File: config.mk
export PLATFORM = sky130hd
export DESIGN_NAME = mdio_mgmt_ctrl
export DESIGN_NICKNAME = d
export VERILOG_FILES = /design/src/rtl/mdio_mgmt_pkg.sv /design/src/rtl/mdio_clk_gen.sv /design/src/rtl/mdio_frame_shifter.sv /design/src/rtl/mdio_host_regs.sv /design/src/rtl/mdio_mgmt_ctrl.sv
export SDC_FILE = /design/constraint.sdc
export NUM_CORES = 1
export LEC_CHECK = 0
export BUFFER_PORTS_ARGS = -buffer_cell sky130_fd_sc_hd__clkbuf_2
export CAP_MARGIN = 0
export CORE_UTILIZATION = 40
export DETAILED_ROUTE_END_ITERATION = 8
export SLEW_MARGIN = 20
export SYNTH_ARGS = -nofsm -noshare
export SYNTH_HDL_FRONTEND = slang
export SYNTH_HIERARCHICAL = 1
export SYNTH_SLANG_ARGS = --single-unit
File: constraint.sdc
create_clock -name clk_i -period 3.2 [get_ports clk_i]
set_clock_uncertainty 0.05 [all_clocks]
set_input_delay 0.8 -clock clk_i [delete_from_list [all_inputs] [get_ports clk_i]]
set_output_delay 0.8 -clock clk_i [all_outputs]
set_load 0.03 [all_outputs]
File: src/rtl/mdio_mgmt_pkg.sv
package mdio_mgmt_pkg;
  typedef enum logic [1:0] {
    REG_CTRL = 2'd0,
    REG_CMD  = 2'd1,
    REG_DATA = 2'd2,
    REG_STAT = 2'd3
  } reg_sel_e;

  localparam int CMD_RD_BIT   = 15;
  localparam int CMD_WR_BIT   = 14;
  localparam int CTRL_DIV_LSB = 9;
  localparam int CTRL_PRE_BIT = 8;
  localparam int CTRL_RST_BIT = 0;

  localparam int DATA_W    = 16;
  localparam int PRE_BITS  = 32;
  localparam int FRAME_W   = 64;
  localparam int IDX_W     = $clog2(FRAME_W);
  localparam int RELEASE_N = DATA_W + 2;

  typedef struct packed {
    logic              rd;
    logic [4:0]        phy;
    logic [4:0]        regn;
    logic [DATA_W-1:0] wdata;
  } mdio_cmd_t;
endpackage

File: src/rtl/mdio_clk_gen.sv
module mdio_clk_gen #(
  parameter int DIV_W = 7
) (
  input  logic             clk_i,
  input  logic             rst_ni,
  input  logic             run_i,
  input  logic [DIV_W-1:0] div_m1_i,
  output logic             mdc_o,
  output logic             rise_o,
  output logic             last_o
);
  logic [DIV_W-1:0] cnt_q, limit, half;
  logic [DIV_W:0]   lim_p1;

  assign limit  = (div_m1_i == '0) ? DIV_W'(1) : div_m1_i;
  assign lim_p1 = {1'b0, limit} + 1'b1;
  assign half   = lim_p1[DIV_W:1];

  assign mdc_o  = run_i && (cnt_q >= half);
  assign rise_o = run_i && (cnt_q == half - 1'b1);
  assign last_o = run_i && (cnt_q == limit);

  always_ff @(posedge clk_i or negedge rst_ni) begin
    if (!rst_ni)                   cnt_q <= '0;
    else if (!run_i || cnt_q == limit) cnt_q <= '0;
    else                           cnt_q <= cnt_q + 1'b1;
  end
endmodule

File: src/rtl/mdio_frame_shifter.sv
module mdio_frame_shifter
  import mdio_mgmt_pkg::*;
(
  input  logic              clk_i,
  input  logic              rst_ni,
  input  logic              start_i,
  input  logic              abort_i,
  input  mdio_cmd_t         cmd_i,
  input  logic              presup_i,
  input  logic              rise_i,
  input  logic              last_i,
  input  logic              mdio_i,
  output logic              busy_o,
  output logic              done_o,
  output logic [DATA_W-1:0] cap_o,
  output logic              mdio_o,
  output logic              mdio_oe_o
);
  logic [FRAME_W-1:0] frame_q;
  logic [IDX_W-1:0]   idx_q;
  logic               busy_q, rd_q;
  logic [DATA_W-1:0]  cap_q;
  logic               released;

  assign released  = rd_q && (idx_q < IDX_W'(RELEASE_N));
  assign busy_o    = busy_q;
  assign done_o    = busy_q && last_i && (idx_q == '0);
  assign cap_o     = cap_q;
  assign mdio_oe_o = busy_q && !released;
  assign mdio_o    = mdio_oe_o && frame_q[idx_q];

  always_ff @(posedge clk_i or negedge rst_ni) begin
    if (!rst_ni) begin
      frame_q <= '0;
      idx_q   <= '0;
      busy_q  <= 1'b0;
      rd_q    <= 1'b0;
    end else if (abort_i) begin
      busy_q <= 1'b0;
    end else if (start_i) begin
      busy_q  <= 1'b1;
      rd_q    <= cmd_i.rd;
      idx_q   <= presup_i ? IDX_W'(FRAME_W - PRE_BITS - 1) : IDX_W'(FRAME_W - 1);
      frame_q <= {{PRE_BITS{1'b1}}, 2'b01,
                  cmd_i.rd ? 2'b10 : 2'b01,
                  cmd_i.phy, cmd_i.regn,
                  cmd_i.rd ? 2'b00 : 2'b10,
                  cmd_i.rd ? {DATA_W{1'b0}} : cmd_i.wdata};
    end else if (busy_q && last_i) begin
      if (idx_q == '0) busy_q <= 1'b0;
      else             idx_q  <= idx_q - 1'b1;
    end
  end

  // capture on MDC rise, only while the data field of a read is on the wire
  always_ff @(posedge clk_i or negedge rst_ni) begin
    if (!rst_ni)                    cap_q <= '0;
    else if (start_i)               cap_q <= '0;
    else if (busy_q && rise_i && rd_q && idx_q < IDX_W'(DATA_W))
      cap_q <= {cap_q[DATA_W-2:0], mdio_i};
  end
endmodule

File: src/rtl/mdio_host_regs.sv
module mdio_host_regs
  import mdio_mgmt_pkg::*;
#(
  parameter int DIV_W      = 7,
  parameter int DIV_RST    = 39,
  parameter int RST_CYCLES = 4
) (
  input  logic              clk_i,
  input  logic              rst_ni,
  input  logic              we_i,
  input  logic [1:0]        addr_i,
  input  logic [31:0]       wdata_i,
  output logic [31:0]       rdata_o,
  input  logic              busy_i,
  input  logic              done_i,
  input  logic [DATA_W-1:0] cap_i,
  output logic              start_o,
  output logic              abort_o,
  output mdio_cmd_t         cmd_o,
  output logic [DIV_W-1:0]  div_m1_o,
  output logic              presup_o
);
  localparam int RC_W = $clog2(RST_CYCLES + 1);

  reg_sel_e          sel;
  logic [DIV_W-1:0]  div_q;
  logic              pre_q, pend_rd_q, soft_wr;
  logic [RC_W-1:0]   rst_cnt_q;
  logic [DATA_W-1:0] data_q;

  assign sel      = reg_sel_e'(addr_i);
  assign soft_wr  = we_i && sel == REG_CTRL && wdata_i[CTRL_RST_BIT];
  assign abort_o  = soft_wr || (rst_cnt_q != '0);
  assign start_o  = we_i && sel == REG_CMD && !busy_i && !abort_o &&
                    (wdata_i[CMD_RD_BIT] || wdata_i[CMD_WR_BIT]);
  assign cmd_o    = '{rd: wdata_i[CMD_RD_BIT], phy: wdata_i[9:5],
                      regn: wdata_i[4:0], wdata: data_q};
  assign div_m1_o = div_q;
  assign presup_o = pre_q;

  always_ff @(posedge clk_i or negedge rst_ni) begin
    if (!rst_ni) begin
      div_q     <= DIV_W'(DIV_RST);
      pre_q     <= 1'b0;
      rst_cnt_q <= '0;
      data_q    <= '0;
      pend_rd_q <= 1'b0;
    end else begin
      if (we_i && sel == REG_CTRL) begin
        div_q <= wdata_i[CTRL_DIV_LSB +: DIV_W];
        pre_q <= wdata_i[CTRL_PRE_BIT];
      end
      if (soft_wr)                rst_cnt_q <= RC_W'(RST_CYCLES);
      else if (rst_cnt_q != '0)   rst_cnt_q <= rst_cnt_q - 1'b1;
      if (abort_o)                data_q <= '0;
      else if (done_i && pend_rd_q) data_q <= cap_i;
      else if (we_i && sel == REG_DATA && !busy_i) data_q <= wdata_i[DATA_W-1:0];
      if (start_o) pend_rd_q <= wdata_i[CMD_RD_BIT];
    end
  end

  always_comb begin
    rdata_o = '0;
    unique case (sel)
      REG_CTRL: begin
        rdata_o[CTRL_DIV_LSB +: DIV_W] = div_q;
        rdata_o[CTRL_PRE_BIT]          = pre_q;
        rdata_o[CTRL_RST_BIT]          = rst_cnt_q != '0;
      end
      REG_DATA: rdata_o[DATA_W-1:0] = data_q;
      REG_STAT: rdata_o[0]          = busy_i;
      default:  rdata_o = '0;
    endcase
  end
endmodule

File: src/rtl/mdio_mgmt_ctrl.sv
module mdio_mgmt_ctrl
  import mdio_mgmt_pkg::*;
#(
  parameter int DIV_W      = 7,
  parameter int DIV_RST    = 39,
  parameter int RST_CYCLES = 4
) (
  input  logic        clk_i,
  input  logic        rst_ni,
  input  logic        reg_we_i,
  input  logic [1:0]  reg_addr_i,
  input  logic [31:0] reg_wdata_i,
  output logic [31:0] reg_rdata_o,
  output logic        mdc_o,
  output logic        mdio_o,
  output logic        mdio_oe_o,
  input  logic        mdio_i
);
  logic              busy_w, done_w, start_w, abort_w, presup_w, rise_w, last_w;
  logic [DIV_W-1:0]  div_w;
  logic [DATA_W-1:0] cap_w;
  mdio_cmd_t         cmd_w;

  mdio_host_regs #(.DIV_W(DIV_W), .DIV_RST(DIV_RST), .RST_CYCLES(RST_CYCLES)) i_regs (
    .clk_i, .rst_ni, .we_i(reg_we_i), .addr_i(reg_addr_i), .wdata_i(reg_wdata_i),
    .rdata_o(reg_rdata_o), .busy_i(busy_w), .done_i(done_w), .cap_i(cap_w),
    .start_o(start_w), .abort_o(abort_w), .cmd_o(cmd_w), .div_m1_o(div_w),
    .presup_o(presup_w)
  );

  mdio_clk_gen #(.DIV_W(DIV_W)) i_clk (
    .clk_i, .rst_ni, .run_i(busy_w), .div_m1_i(div_w),
    .mdc_o, .rise_o(rise_w), .last_o(last_w)
  );

  mdio_frame_shifter i_shift (
    .clk_i, .rst_ni, .start_i(start_w), .abort_i(abort_w), .cmd_i(cmd_w),
    .presup_i(presup_w), .rise_i(rise_w), .last_i(last_w), .mdio_i,
    .busy_o(busy_w), .done_o(done_w), .cap_o(cap_w), .mdio_o, .mdio_oe_o
  );
endmodule

==> results.md, run 1 <==
* Status: finished, violations left
* Post-synthesis cell type count at 58
* Clock buffer count from CTS at 9
* Placed Instance Area at 5610 sq um
* Total power at 3.87 mW
* Hold WS at 0.422 ns
* Clk slew on worst S/H paths at 0.06 ns
* Fraction of layout cells with a size suffix above 1 at 0.238
* IO Count at 73
* Tcrit/Tclk final at 1.03
* Xor/xnor cell area share of the yosys netlist at 0.0460
* CTS Buffer Depth at 2
* Total gr overflow at 0
* Reg2reg setup slack at 0.27 ns
* Leak at 2.76 nW
* Antenna Cells at 0
* Hold path depth at 2
* Data required, critical path at 2.35 ns
* Tmin final at 3.29 ns
* Die area at 13800 sq um
* Number of global-route vias before repair at 3917
* Via/cell ratio at 5.17
* Final worst slack at -0.0923 ns
* Crit path capture type: output pin
* DRT Pass-1 Iters at 4
* Largest family of logic cells by synthesized area: simple AND/OR/NAND/NOR gates
* Final instance area at 6030 sq um
* R2r startpoint: i_regs/div_m1_o[1]
* Hold Path Sink: i_shift/frame_q[26]
* HP Start: i_shift/frame_q[26]
* GPL Wtd Cong at 0.819
* Rel. slew slack at 0.531
* GRT Util Overall at 0.186
* Setup TNS at -0.0923 ns
* R2R cell count at 13
* Slew Limit Fails at 0
* Starting density of the core at 0.416
* Core ar. at 12800 sq um
* Clock H-tree levels at 3
* Mux contribution to synthesized area at 0.0930
* Worst-skew pair later-pin latency at 0.35 ns
* Gate Count Post-Synth at 559
* Ys async rst share at 1.00
* Max Fclk at 304 MHz
* Power per cell area at 641 nW/um^2
* Slew @ Worst Pin at 0.704 ns
* DP HPWL at 8740 um
* Largest net degree at the start of global routing at 56
* Max cap viols at 0
* Post-synth top flop: dfrtp_1
* Sinks on Clock Net at 87
* Failing checks: negative setup slack
* Vias at 3996
* Wire length per cell at 15.7 um
* Final Hold Vio Count at 0
* Layout Nets at 647
* Detail Route Antenna Nets at 0
* Row Count at 41
* 1st-iter DRT viols at 278
* WS Path Type: reg2out
* Simple-gate share of the synthesized area at 0.204
* WP data arrival at 2.44 ns
* Synth Area in Adders at 0.0305
* Yosys warning total at 6
* Avg Inst Size Synth at 9.53 sq um
* CTS tree: done
* Post-route DRC at 0
* Root Buffer: clkbuf_16
* Post-Syn Area at 5330 sq um
* Post-synthesis compound-gate area fraction at 0.131
* EDFF count, synth at 0
* Leading cell type in the layout, fill and taps excluded: nand2_1
* RSZ-0062 raised after global routing: true
* Chip width at 117 um
* Final Setup Violations at 1
* Commonest cells after routing, fill and taps aside: nand2_1, dfrtp_1, clkbuf_2
* Worst R2R End: i_regs/data_q[14]
* Kind of start point of the critical path: flip-flop
* First-pass GRT wire length at 20200 um
* Die height at 117 um
* DRT Wirelength at 12100 um
* Initial antenna violation count at 0
* I/O Buffers at 40
* Area Growth Syn to Fin at 13.1%
* Worst hold path type: reg2reg
* Max FO, Critical Path at 2
* Maximum VDD drop at 0.000329 V
* CTS Hold Buffers Added at 0
* Yosys reg bits at 87
* Seq/Total Area, Yosys at 0.409
## area by class of cell
cell class | instances | area, sq um
well taps | 172 | 215
repair buffers | 76 | 488
flip-flops and latches | 87 | 2180
clock buffers | 10 | 239
fillers | 1235 | 6800
clock inverters | 6 | 68.8
inverters | 12 | 45.0
multi-input cells | 410 | 2790
## per-layer routing
metal	wire length (um)	vias to the layer above	GRT usage
met5	0	-	0
li1	-	1958	-
met2	5830	62	0.295
met3	275	10	0.0282
met1	5890	1966	0.259
met4	129	0	0.0601
## power breakdown
part / switching [mW] / total, mW / internal (mW)
clock network: 0.467 / 1.10 / 0.631
registers: 0.267 / 1.62 / 1.35
logic: 0.615 / 1.15 / 0.535
## synth_stat cells, types with 3 or more instances
cell type | n | area share
mux2i_1 | 27 | 0.051
nand2_1 | 91 | 0.064
buf_2 | 9 | 0.0085
xor2_1 | 11 | 0.018
dfstp_2 | 4 | 0.020
o21ai_0 | 26 | 0.024
a21o_1 | 4 | 0.0056
a31oi_1 | 8 | 0.0094
clkbuf_1 | 20 | 0.014
nor3_1 | 7 | 0.0066
ha_1 | 13 | 0.031
nand2b_1 | 24 | 0.028
nor3b_1 | 18 | 0.025
inv_1 | 12 | 0.0085
nor2_1 | 28 | 0.020
nor2b_1 | 5 | 0.0059
a211oi_1 | 8 | 0.011
buf_6 | 4 | 0.0085
and2_1 | 9 | 0.011
a21oi_1 | 23 | 0.022
nor4_1 | 3 | 0.0035
and4_1 | 3 | 0.0049
mux2_2 | 16 | 0.034
nand3_1 | 8 | 0.0075
nand4_1 | 3 | 0.0035
buf_4 | 30 | 0.042
xnor2_1 | 17 | 0.028
a211oi_2 | 10 | 0.023
dfrtp_1 | 83 | 0.39
## worst max path at each step
stage | slack [ns] | startpoint | end
2_1_floorplan | 0.14 | i_regs/div_m1_o[2] | mdc_o
3_3_place_gp | 0.10 | i_regs/div_m1_o[3] | mdc_o
3_5_place_dp | 0.10 | i_regs/div_m1_o[3] | mdc_o
4_1_cts | -0.14 | i_regs/div_m1_o[4] | mdc_o
5_1_grt | -0.23 | i_regs/div_m1_o[4] | mdc_o
6_report | -0.09 | i_regs/div_m1_o[4] | mdc_o
## worst max-delay path, cell delays in order (launching register included)
cell	delay, ns
dfrtp_1	0.40
nor4_4	0.30
inv_1	0.06
o21ai_1	0.12
and2_4	0.17
ha_4	0.20
nand2b_4	0.13
a21o_1	0.15
a21o_1	0.16
a21oi_2	0.16
o21ai_2	0.08
clkbuf_8	0.16
## registers in the layout, summed over array words and instances (netlist names)
name	count
i_shift/frame_q	29
i_regs/data_q	16
i_shift/cap_o	16
i_clk/cnt_q	7
i_regs/div_m1_o	7
i_shift/idx_q	6
i_regs/rst_cnt_q	3
i_regs/pend_rd_q	1
i_regs/presup_o	1
i_shift/busy_o	1
## cells by family after synthesis
kind of cell | count (synthesis)
DFF | 87
adders and majority gates | 13
muxes | 45
other | 1
xor gates and xnor gates | 28
and+or+nand+nor | 212
AOI/OAI and AO/OA | 96
buffers and inverters | 77
## timing repair
item / in CTS / in global routing
buffers inserted: 3 / 4
setup endpoints to repair: 1 / 2
pin swaps: 8 / 6
gates resized for setup: 7 / 9
## per-stage QoR
stage	utilization	std cells	setup slack [ns]
3_5_place_dp	0.438	750	0.101
4_1_cts	0.466	769	-0.135
5_1_grt	0.470	773	-0.233
2_1_floorplan	-	574	0.141
3_3_place_gp	0.438	750	0.100
6_report	0.470	773	-0.0923
Note: power is estimated with default switching activity, not from simulation.
==> run 2: changes to the inputs <==
HOLD_SLACK_MARGIN = 0.02   (was not set)
TNS_END_PERCENT = 1   (was not set)
clock period = 4.1 ns   (was 3.2 ns; I/O delays follow)
==> run 2 against run 1 <==
Compared with the run above: the flow now finishes without violations; hold slack improved by 0.0013 ns; sequential cell count did not move; final cell count fell by 3.1%; critical endpoint unchanged; largest cell class unchanged; highest routed layer unchanged.
==> results.md, run 2 (synthesis results as in run 1) <==
* Status: finished clean
* Clock H-tree levels at 3 (unchanged)
* Maximum VDD drop at 0.000210 V (-36%)
* Root Buffer: clkbuf_16
* Total power at 2.88 mW (-25%)
* Fraction of layout cells with a size suffix above 1 at 0.191 (-0.0473)
* Tcrit/Tclk final at 0.939
* Antenna Cells at 0 (unchanged)
* Post-route DRC at 0 (unchanged)
* Leak at 2.63 nW (-5.0%)
* CTS tree: done
* Worst path cell trace: nor4_4 > inv_1 > o21ai_0 > and2_1 > ha_1 > nand2b_1 > a21o_1 > a21o_1 > a21oi_1 > o21ai_0 > clkbuf_2
* Row Count at 41 (unchanged)
* Wire length per cell at 15.7 um (-0.13%)
* Int Power at 1.88 mW (-25%)
* Tmin final at 3.85 ns
* Critical path's slowest cell: dfrtp_2
* Sequential power share at 0.454 (+0.036)
* Area Growth Syn to Fin at 8.50%
* Core ar. at 12800 sq um (unchanged)
* Data required, critical path at 3.02 ns (+0.67 ns)
* Commonest cells after routing, fill and taps aside: nand2_1, dfrtp_1, clkbuf_2
* CTS Hold Buffers Added at 0 (unchanged)
* Sw frac at 0.347 (-0.00187)
* Sinks on Clock Net at 87 (unchanged)
* Max Fclk at 260 MHz
* Initial antenna violation count at 0 (unchanged)
* Starting density of the core at 0.416 (unchanged)
* DP HPWL at 8320 um (-4.8%)
* Max cap viols at 0 (unchanged)
* Worst-skew pair later-pin latency at 0.33 ns (-0.02 ns)
* IO Count at 73 (unchanged)
* Clock network power share at 0.278 (-0.006)
* First-pass GRT wire length at 19500 um (-3.5%)
* Via/cell ratio at 5.18 (+0.13%)
* Max reg flops at 29 (unchanged)
* Setup TNS at 0 ns (+0.0923 ns)
* Chip width at 117 um (unchanged)
* Vias at 3877 (-3.0%)
* Number of global-route vias before repair at 3770 (-3.8%)
* GRT Util Overall at 0.176 (-0.0101)
* Slew @ Worst Pin at 0.903 ns (+0.199 ns)
* CP top delay family: compound AO/OA/AOI/OAI gates
* Worst hold path type: reg2reg
* 1st-iter DRT viols at 186 (-33%)
* WP data arrival at 2.78 ns (+0.34 ns)
* Die height at 117 um (unchanged)
* RSZ-0062 raised after global routing: false
* Die area at 13800 sq um (unchanged)
* CTS Buffer Depth at 2 (unchanged)
* Power per cell area at 498 nW/um^2 (-22%)
* Slew Limit Fails at 0 (unchanged)
* Logic gate share of total power at 0.268 (-0.030)
* Max FO, Critical Path at 9 (+7)
* Crit path capture type: output pin
* Leading cell type in the layout, fill and taps excluded: nand2_1
* Clk slew on worst S/H paths at 0.06 ns (about the same)
* DRT Wirelength at 11700 um (-3.2%)
* Final Hold Vio Count at 0 (unchanged)
* Detail Route Antenna Nets at 0 (unchanged)
* Clock buffer count from CTS at 9 (unchanged)
* Total gr overflow at 0 (unchanged)
* I/O Buffers at 40 (unchanged)
* Rel. slew slack at 0.398 (-0.133)
* WS Path Type: reg2out
* CP bufs+invs at 2 (unchanged)
* Slowest cell delay on critical path at 0.51 ns (+0.11 ns)
* GPL Wtd Cong at 0.797 (-2.6%)
* DRT Pass-1 Iters at 4 (unchanged)
* Layout Nets at 623 (-3.7%)
* Largest net degree at the start of global routing at 87 (+55%)
* P_sw at 1.00 mW (-26%)
* Layout fillers at 1285 (+4.0%)
* Most flops, register: i_shift/frame_q
* Kind of start point of the critical path: flip-flop
* Final Setup Violations at 0 (-1)
run 2: cell count changes in the layout (fill, tap and decap cells not counted), moves of 2 or more:
cell	change
clkbuf_2	+2
clkbuf_8	-2
clkinv_2	+2
o21ai_0	+3
buf_4	-24
o21ai_1	-2
run 2: power groups by stage:
stage	combinational, mW	sequential [mW]	clock [mW]
6_report	0.773	1.31	0.801
5_1_grt	0.869	1.34	0.857
4_1_cts	0.773	1.31	0.824
3_5_place_dp	0.767	1.32	0
3_3_place_gp	0.745	1.31	0
2_1_floorplan	0.749	1.18	0
run 2: worst reg2reg max path, cell delays in order (launching register included):
cell,delay [ns]
dfrtp_2,0.51
nor4_4,0.39
inv_1,0.06
o21ai_0,0.13
and2_1,0.16
inv_1,0.04
ha_1,0.27
xor2_1,0.14
nand3b_1,0.13
nor3_2,0.20
o2111a_1,0.23
and4_1,0.61
nand2_1,0.16
a21oi_1,0.15
run 2: area by class of cell:
cell class,count,area (sq um),area share
well taps,172,215,0.0372
clock inverters,6,61.3,0.0106
repair buffers,52,297,0.0513
inverters,12,45.0,0.00779
flip-flops and latches,87,2180,0.378
clock buffers,10,229,0.0396
multi-input cells,410,2750,0.476
run 2: metal layers:
metal,up-vias,global-route usage,wire [um]
met1,1914,0.243,5750
met2,45,0.287,5670
met5,-,0,0
met3,8,0.0253,225
li1,1910,-,-
met4,0,0.0455,78
run 2: through the flow:
| step | setup slack (ns) | util | hold WS (ns) | cell area, sq um | std cells |
|---|---|---|---|---|---|
| floorplan | 0.590 | - | 0.390 | 5390 | 574 |
| global placement | 0.507 | 0.427 | 0.408 | 5470 | 731 |
| detailed placement | 0.533 | 0.427 | 0.414 | 5470 | 731 |
| CTS | 0.142 | 0.449 | 0.429 | 5760 | 747 |
| global route | 0.0307 | 0.451 | 0.449 | 5780 | 749 |
| finish | 0.249 | 0.451 | 0.423 | 5780 | 749 |
run 2: what timing repair did:
action,in CTS,in global routing
gates resized for setup,0,1
setup endpoints to repair,0,1
buffers inserted,0,2
endpoints found under the hold margin,0,0
run 2: final timing paths:
path | slack [ns] | start | depth (start not counted) | endpoint
max in group asynchronous | 2.66 | rst_ni | 2 | i_regs/div_m1_o[1]
min in group asynchronous | 0.70 | rst_ni | 1 | i_regs/rst_cnt_q[2]
worst min-delay path | 0.42 | i_shift/frame_q[18] | 2 | i_shift/frame_q[18]
worst max-delay path | 0.25 | i_regs/div_m1_o[4] | 11 | mdc_o
worst min register to register | 0.42 | i_shift/frame_q[18] | 2 | i_shift/frame_q[18]
worst max register to register | 0.80 | i_regs/div_m1_o[4] | 13 | i_shift/cap_o[8]
